### src/rtl/lc_xfer_fsm.sv
module lc_xfer_fsm (
  input  logic       clk_i,
  input  logic       rst_ni,
  input  logic       req_i,
  input  logic       scrap_i,
  input  logic       ack_i,
  input  logic       err_i,
  input  logic       rma_i,
  input  logic       match_i,
  input  logic       esc0_i,
  input  logic       esc1_i,
  input  logic       bad_enc_i,
  output logic [6:0] state_o,
  output logic [6:0] step_o,
  output logic       done_o,
  output logic       err_o
);
  function automatic logic [6:0] cw(input logic [3:0] d);
    return {d, d[1]^d[2]^d[3], d[0]^d[2]^d[3], d[0]^d[1]^d[3]};
  endfunction

  localparam logic [6:0] S_BOOT   = cw(4'd1);
  localparam logic [6:0] S_WAIT   = cw(4'd2);
  localparam logic [6:0] S_CLKSW  = cw(4'd3);
  localparam logic [6:0] S_CNTINC = cw(4'd4);
  localparam logic [6:0] S_CNTWR  = cw(4'd5);
  localparam logic [6:0] S_LEGAL  = cw(4'd6);
  localparam logic [6:0] S_HASH   = cw(4'd7);
  localparam logic [6:0] S_RMA    = cw(4'd8);
  localparam logic [6:0] S_TOKA   = cw(4'd9);
  localparam logic [6:0] S_TOKB   = cw(4'd10);
  localparam logic [6:0] S_WRITE  = cw(4'd11);
  localparam logic [6:0] S_DONE   = cw(4'd12);
  localparam logic [6:0] S_SCRAP  = cw(4'd13);
  localparam logic [6:0] S_ESC    = cw(4'd14);
  localparam logic [6:0] S_BAD    = cw(4'd15);

  logic [6:0] st_q, st_d;
  logic       ok_q;
  logic       esc;

  assign esc = esc0_i | esc1_i;

  always_comb begin
    st_d = st_q;
    if (esc && st_q != S_SCRAP) begin
      st_d = S_ESC;
    end else if (bad_enc_i && !(st_q inside {S_DONE, S_SCRAP, S_ESC, S_BAD})) begin
      st_d = S_BAD;
    end else begin
      case (st_q)
        S_BOOT:   st_d = S_WAIT;
        S_WAIT:   if (scrap_i) st_d = S_SCRAP;
                  else if (req_i) st_d = S_CLKSW;
        S_CLKSW:  st_d = S_CNTINC;
        S_CNTINC: if (err_i) st_d = S_DONE; else if (ack_i) st_d = S_CNTWR;
        S_CNTWR:  if (err_i) st_d = S_DONE; else if (ack_i) st_d = S_LEGAL;
        S_LEGAL:  if (err_i) st_d = S_DONE; else if (ack_i) st_d = S_HASH;
        S_HASH:   if (err_i) st_d = S_DONE; else if (ack_i) st_d = S_RMA;
        S_RMA:    if (!rma_i || ack_i || err_i) st_d = S_TOKA;
        S_TOKA:   st_d = match_i ? S_TOKB : S_DONE;
        S_TOKB:   st_d = match_i ? S_WRITE : S_DONE;
        S_WRITE:  if (ack_i || err_i) st_d = S_DONE;
        S_DONE, S_SCRAP, S_ESC, S_BAD: st_d = st_q;
        default:  st_d = S_BAD;
      endcase
    end
  end

  always_ff @(posedge clk_i or negedge rst_ni) begin
    if (!rst_ni) begin
      st_q <= S_BOOT;
      ok_q <= 1'b0;
    end else begin
      st_q <= st_d;
      if (st_q == S_WRITE && ack_i && !err_i && !esc && !bad_enc_i) ok_q <= 1'b1;
    end
  end

  assign state_o = st_q;
  assign step_o  = {st_q == S_WRITE, st_q == S_RMA && rma_i, st_q == S_HASH,
                    st_q == S_LEGAL, st_q == S_CNTWR, st_q == S_CNTINC, st_q == S_CLKSW};
  assign done_o  = st_q == S_DONE;
  assign err_o   = (st_q == S_DONE && !ok_q) || st_q == S_ESC || st_q == S_BAD;
endmodule

### config.mk
export PLATFORM = sky130hd
export DESIGN_NAME = lc_xfer_fsm
export DESIGN_NICKNAME = d
export VERILOG_FILES = /design/src/rtl/lc_xfer_fsm.sv
export SDC_FILE = /design/constraint.sdc
export NUM_CORES = 1
export LEC_CHECK = 0
export BUFFER_PORTS_ARGS = -buffer_cell sky130_fd_sc_hd__buf_2
export CAP_MARGIN = 20
export CORE_UTILIZATION = 50
export DETAILED_ROUTE_END_ITERATION = 10
export GPL_TIMING_DRIVEN = 0
export PLACE_DENSITY = 0.83
export SYNTH_ARGS = -nofsm -noshare
export SYNTH_HDL_FRONTEND = slang
export SYNTH_SLANG_ARGS = --single-unit
### constraint.sdc
create_clock -name clk_i -period 2.6 [get_ports clk_i]
set_clock_uncertainty 0.1 [all_clocks]
set_input_delay 0 -clock clk_i [delete_from_list [all_inputs] [get_ports clk_i]]
set_output_delay 0 -clock clk_i [all_outputs]
set_load 0.02 [all_outputs]
# Word level (Yosys, flattened, before mapping)
# Cells that the tools add are included.
# op_classes
reduce_logical,22
eq_ne,24
muxes,17
bitwise_logic,1
# ops
cell,n
7-bit 2-to-1 mux,14
7-bit one-hot mux with 12 select lines,1
7-bit == test (second input constant),8
7-bit by 6-bit == test with 1-bit output (second input constant),4
5-bit by 3-bit inequality test with 1-bit output (second input constant),4
7-bit by 5-bit == test with 1-bit output (second input constant),2
6-bit 2-to-1 mux,2
1-bit logical AND,8
8-bit AND reduction,1
7-bit by 4-bit == test with 1-bit output (second input constant),1
7-bit inequality test (second input constant),1
1-bit zero test,6
1-bit logical OR,5
5-bit inequality test (second input constant),1
4-bit by 1-bit inequality test with 1-bit output (second input constant),1
4-bit inequality test (second input constant),1
4-bit nonzero test,1
4-bit OR reduction,1
3-bit inequality test (second input constant),1
1-bit OR,1
# totals
elab_cells,66
regBits,8
out_inout_bits,16

# Logic depth before layout (Yosys ltp)
# logic_depth
ltp_word,7
depth_mapped,8

# Worst setup path after synthesis
# Ideal clock, no wire load.
# synth_path
kind,register to register
start,register st_q[3] (netlist: state_o[3])
end,register st_q[1] (netlist: state_o[1])
setup_ns,0.081
stages_incl_launch_ff,8
required_time_ns,2.419
n_path_buf,1
setup_slack_ns,0.112
arrival_ns,2.307
cell_sequence,dfstp_2 -> buf_2 -> nand3b_1 -> nor2_1 -> or4_1 -> o31ai_2 -> or4_1 -> o221a_1
# synth_via
elab_cells_between_ends,33
# synth_lines
element,line,source
from (decl),38,"logic [6:0] st_q, st_d;"
from (signal assigned),75,st_q <= st_d;
7-bit == test *,--,
net step_o[6],14,"output logic [6:0] step_o,"
7-bit one-hot mux with 12 select lines,51,case (st_q)
7-bit 2-to-1 mux,48,"end else if (bad_enc_i && !(st_q inside {S_DONE, S_SCRAP, S_ESC, S_BAD})) begin"
7-bit 2-to-1 mux,46,if (esc && st_q != S_SCRAP) begin
# Mark *: on every way through the listed nets, which the timed path passes. The rest lies on a longest branch.
# A chain may end at the register's enable or synchronous reset.

# Final worst setup path
# layout_path
start,register st_q[3] (netlist: state_o[3])
end,register st_q[1] (netlist: state_o[1])
# layout_via
elab_chain_len,6
elab_cells_between_ends,33
# layout_lines
element,line
7-bit == test,"48, 51"
4-bit nonzero test,48
1-bit zero test,48
1-bit logical AND,48
5-bit by 3-bit inequality test with 1-bit output (no source line) (tied with other cells),--
8-bit AND reduction (no source line) / 7-bit 2-to-1 mux (equally long branches),--
# Several ways; a longest one is shown, not always the timed one.

==> impl_metrics.py <==
metrics = {
    "yosys": {
        "syn_area_per_cell_um2": 7.66,
        "synth_ff_type": "dfrtp_1",
        "async_reset_ff_share_pct": 100,
        "synth_seq_cells": 8,
        "yosysTopAreaCell": "dfrtp_1",
        "netlist_area_um2": 1090,
        "synth_edf_count": 0,
        "synthCells": 142,
        "synth_top_area_share_pct": 11.5,
        "ys_top_cells_by_area": "dfrtp_1, nor2_1, dfstp_2",
        "syn_nets": 153,
        "yosysSeqAreaShare_pct": 18.8,
        "synth_cell_types": 52,
        "yosysWarningCount": 0,
    },
    "setup_path": {
        "ff2ff_path_depth": 7,
        "end_kind": "register",
        "rr_startpoint": "state_o[3]",
        "r2r-end": "state_o[1]",
        "cpMostUsedCell": "or4_1",
        "crit_slowest_cell": "dfstp_2",
        "worstPathCellList": "buf_2 > nand3b_1 > nor2_2 > or4_1 > o31ai_2 > or4_1 > o221a_1",
        "path_class": "reg -> reg",
        "worstPathArrival_ns": 2.60,
        "cp.required_ns": 2.67,
        "cp_max_fo": 10,
        "regToRegSetupSlack_ns": 0.07,
        "critPathLaunchType": "register",
        "max_stage_delay_ns": 0.56,
    },
    "power_and_ir_drop": {
        "peakVddDrop_mv": 0.350,
        "finalPower_w": 0.000248,
        "combPwrFrac_pct": 10.4,
        "p_leak_nw": 0.494,
        "clkPwrFrac_pct": 39.1,
        "netSwitchingPower_w": 0.0000538,
        "p_per_area_nw_per_um2": 187,
        "power_frac_seq_pct": 50.4,
        "intPower_w": 0.000194,
        "swShare_pct": 21.7,
    },
    "drt": {
        "postRouteAntennaNets": 0,
        "wire_per_inst_um": 18.0,
        "drt-vias-per-instance": 6.61,
        "drt_wl_total_um": 3610,
        "drc_errors": 0,
        "drtIter0Drc": 87,
        "drtPass1Iterations": 5,
        "num_vias": 1329,
    },
    "floorplan": {
        "dieArea_um2": 2360,
        "fp.dieW_um": 48.6,
        "die_h_um": 48.6,
        "num_io_pins": 27,
        "start_util_pct": 54.3,
        "core_area_um2": 2000,
        "rows": 16,
    },
    "finish": {
        "diodes": 0,
        "layout.cells.non_filler": 201,
        "layout.nets": 186,
        "drive_gt1_share_pct": 32.8,
        "post-route-util_pct": 66.2,
        "area_growth_pct": 21.9,
    },
    "clocking": {
        "numCtsBuffers": 3,
        "cts_sinks": 8,
        "path_clk_slew_ns": 0.05,
        "cts_tree": "built",
        "clk_path_buf_depth": 2,
        "clk_latency_ns": 0.24,
        "h-tree-depth": 1,
        "cts_root_buffer": "clkbuf_4",
    },
    "flow_run": {
        "max_cap_violations": 0,
    },
    "place": {
        "gp_congestion": 0.995,
        "dp_hpwl_um": 2770,
        "io_buffer_count": 25,
        "placed_cells": 194,
    },
    "timing": {
        "setup_viol": 0,
        "slew_violations": 0,
        "max_slew.worst_pin.slew_ns": 0.431,
        "slew_headroom_pct": 70.6,
        "finalHoldViolCount": 0,
        "fin_crit_ns": 2.53,
        "clock.fmax_mhz": 395,
        "finalCritPeriodShare_pct": 97.3,
    },
    "global_routing": {
        "overflow": 0,
        "grt_pass1_wl_um": 5810,
        "grt_max_degree": 11,
        "grt_usage_pct": 31.8,
        "grt_antenna_before_repair": 0,
        "grt_pass1_vias": 1209,
    },
    "hold_path": {
        "hp-class": "in -> async",
    },
    "status": {
        "status": "complete, no violations",
    },
}
==> how the worst max path moves through the flow <==
stage | to | startpoint
after floorplan | state_o[1] | state_o[3]
after global placement | state_o[1] | state_o[3]
after detailed placement | state_o[6] | state_o[3]
after CTS | state_o[6] | state_o[3]
after global routing | state_o[1] | state_o[1]
final | state_o[1] | state_o[3]
==> per-stage QoR <==
stage / setup TNS [ns] / cell area, um^2 / hold WS [ns] / setup slack (ns)
3_3_place_gp: 0 / 1250 / -0.264 / 0.0969
3_5_place_dp: 0 / 1250 / -0.254 / 0.0648
4_1_cts: 0 / 1290 / 0.0234 / 0.0559
5_1_grt: -0.00908 / 1330 / 0.0137 / -0.00908
2_1_floorplan: 0 / 1090 / -0.396 / 0.112
6_report: 0 / 1330 / 0.0174 / 0.0705
==> worst max-delay path, delay by kind of cell, from the launching register on <==
family                 cells  cell delay (ns)
AOI/OAI and AO/OA          2             0.33
DFF                        1             0.56
and+or+nand+nor            4             1.22
buffers and inverters      1             0.24
==> cell type report <==
class                   instances  area (um^2)
multi-input cells             115          813
fillers                       197          677
flip-flops and latches          8          204
repair buffers                 28          153
plain buffers                  13         72.6
well taps                      27         33.8
clock buffers                   4         26.3
inverters                       6         22.5
==> metal layers <==
| layer | track usage [%] | share of wire (%) | vias up |
|---|---|---|---|
| li1 | - | - | 615 |
| met1 | 45.9 | 41 | 619 |
| met2 | 52.1 | 48 | 86 |
| met3 | 1.57 | 10 | 9 |
| met4 | 6.86 | 1.3 | 0 |
| met5 | 0 | 0 | - |
==> kinds of logic (layout without fill, tap and decap cells) <==
family,count (synthesis),count (layout),share of synthesized area (%)
simple gates,76,76,44.9
buf+inv,19,51,8.63
flops,8,8,18.8
mux,1,1,1.04
compound gates,38,38,26.7
==> power groups by stage <==
stage | sequential (W) | clock, W | combinational (W)
4_1_cts | 0.000125 | 0.0000997 | 0.0000252
2_1_floorplan | 0.000127 | 0 | 0.00000858
5_1_grt | 0.000125 | 0.000112 | 0.0000282
3_3_place_gp | 0.000127 | 0 | 0.0000219
6_report | 0.000125 | 0.0000970 | 0.0000259
3_5_place_dp | 0.000127 | 0 | 0.0000228
==> flip-flops by register name (all words and copies together) (netlist names) <==
name / cells
ok_q: 1
state_o: 7
==> placed cells by master (no fill, tap or decap), types with 3 or more instances in the layout <==
| cell type | Yosys | routed |
|---|---|---|
| buf_2 | 6 | 31 |
| nand2b_1 | 5 | 5 |
| clkbuf_1 | 4 | 4 |
| dfrtp_1 | 5 | 5 |
| a21oi_1 | 5 | 5 |
| nor2_1 | 24 | 23 |
| nand2_1 | 3 | 3 |
| a31oi_1 | 3 | 3 |
| inv_1 | 6 | 6 |
| or2_2 | 4 | 4 |
| nor3_1 | 7 | 7 |
| nand4bb_1 | 5 | 5 |
| o32ai_1 | 3 | 3 |
| dfstp_2 | 3 | 3 |
| o22ai_1 | 6 | 5 |
| clkbuf_4 | 0 | 3 |
| buf_4 | 2 | 3 |
| nand3b_1 | 4 | 4 |
==> timing repair <==
item,CTS,global route
hold endpoints to repair,9,0
endpoints found under the setup margin,0,5
hold buffers,2,0
gates resized for setup,0,6
buffers inserted,0,1
==> synthesized netlist by cell type, types with 2 or more instances <==
cell / instances
a31oi_1: 3
nor2_1: 24
nand3b_1: 4
dfstp_2: 3
inv_1: 6
nor4bb_1: 2
or3b_1: 2
nor4b_1: 2
clkbuf_1: 4
buf_2: 6
nand4_1: 2
o22ai_1: 6
o21ai_0: 2
nor3_1: 7
o22a_1: 2
nor4_1: 3
a41oi_1: 2
nand3_1: 2
nand2b_1: 5
or3_1: 2
or4_1: 2
nand4bb_1: 5
or2_2: 4
o32ai_1: 3
dfrtp_1: 5
nand2_1: 3
a21oi_1: 5
buf_4: 2
Power figures use the tool's default switching activity.
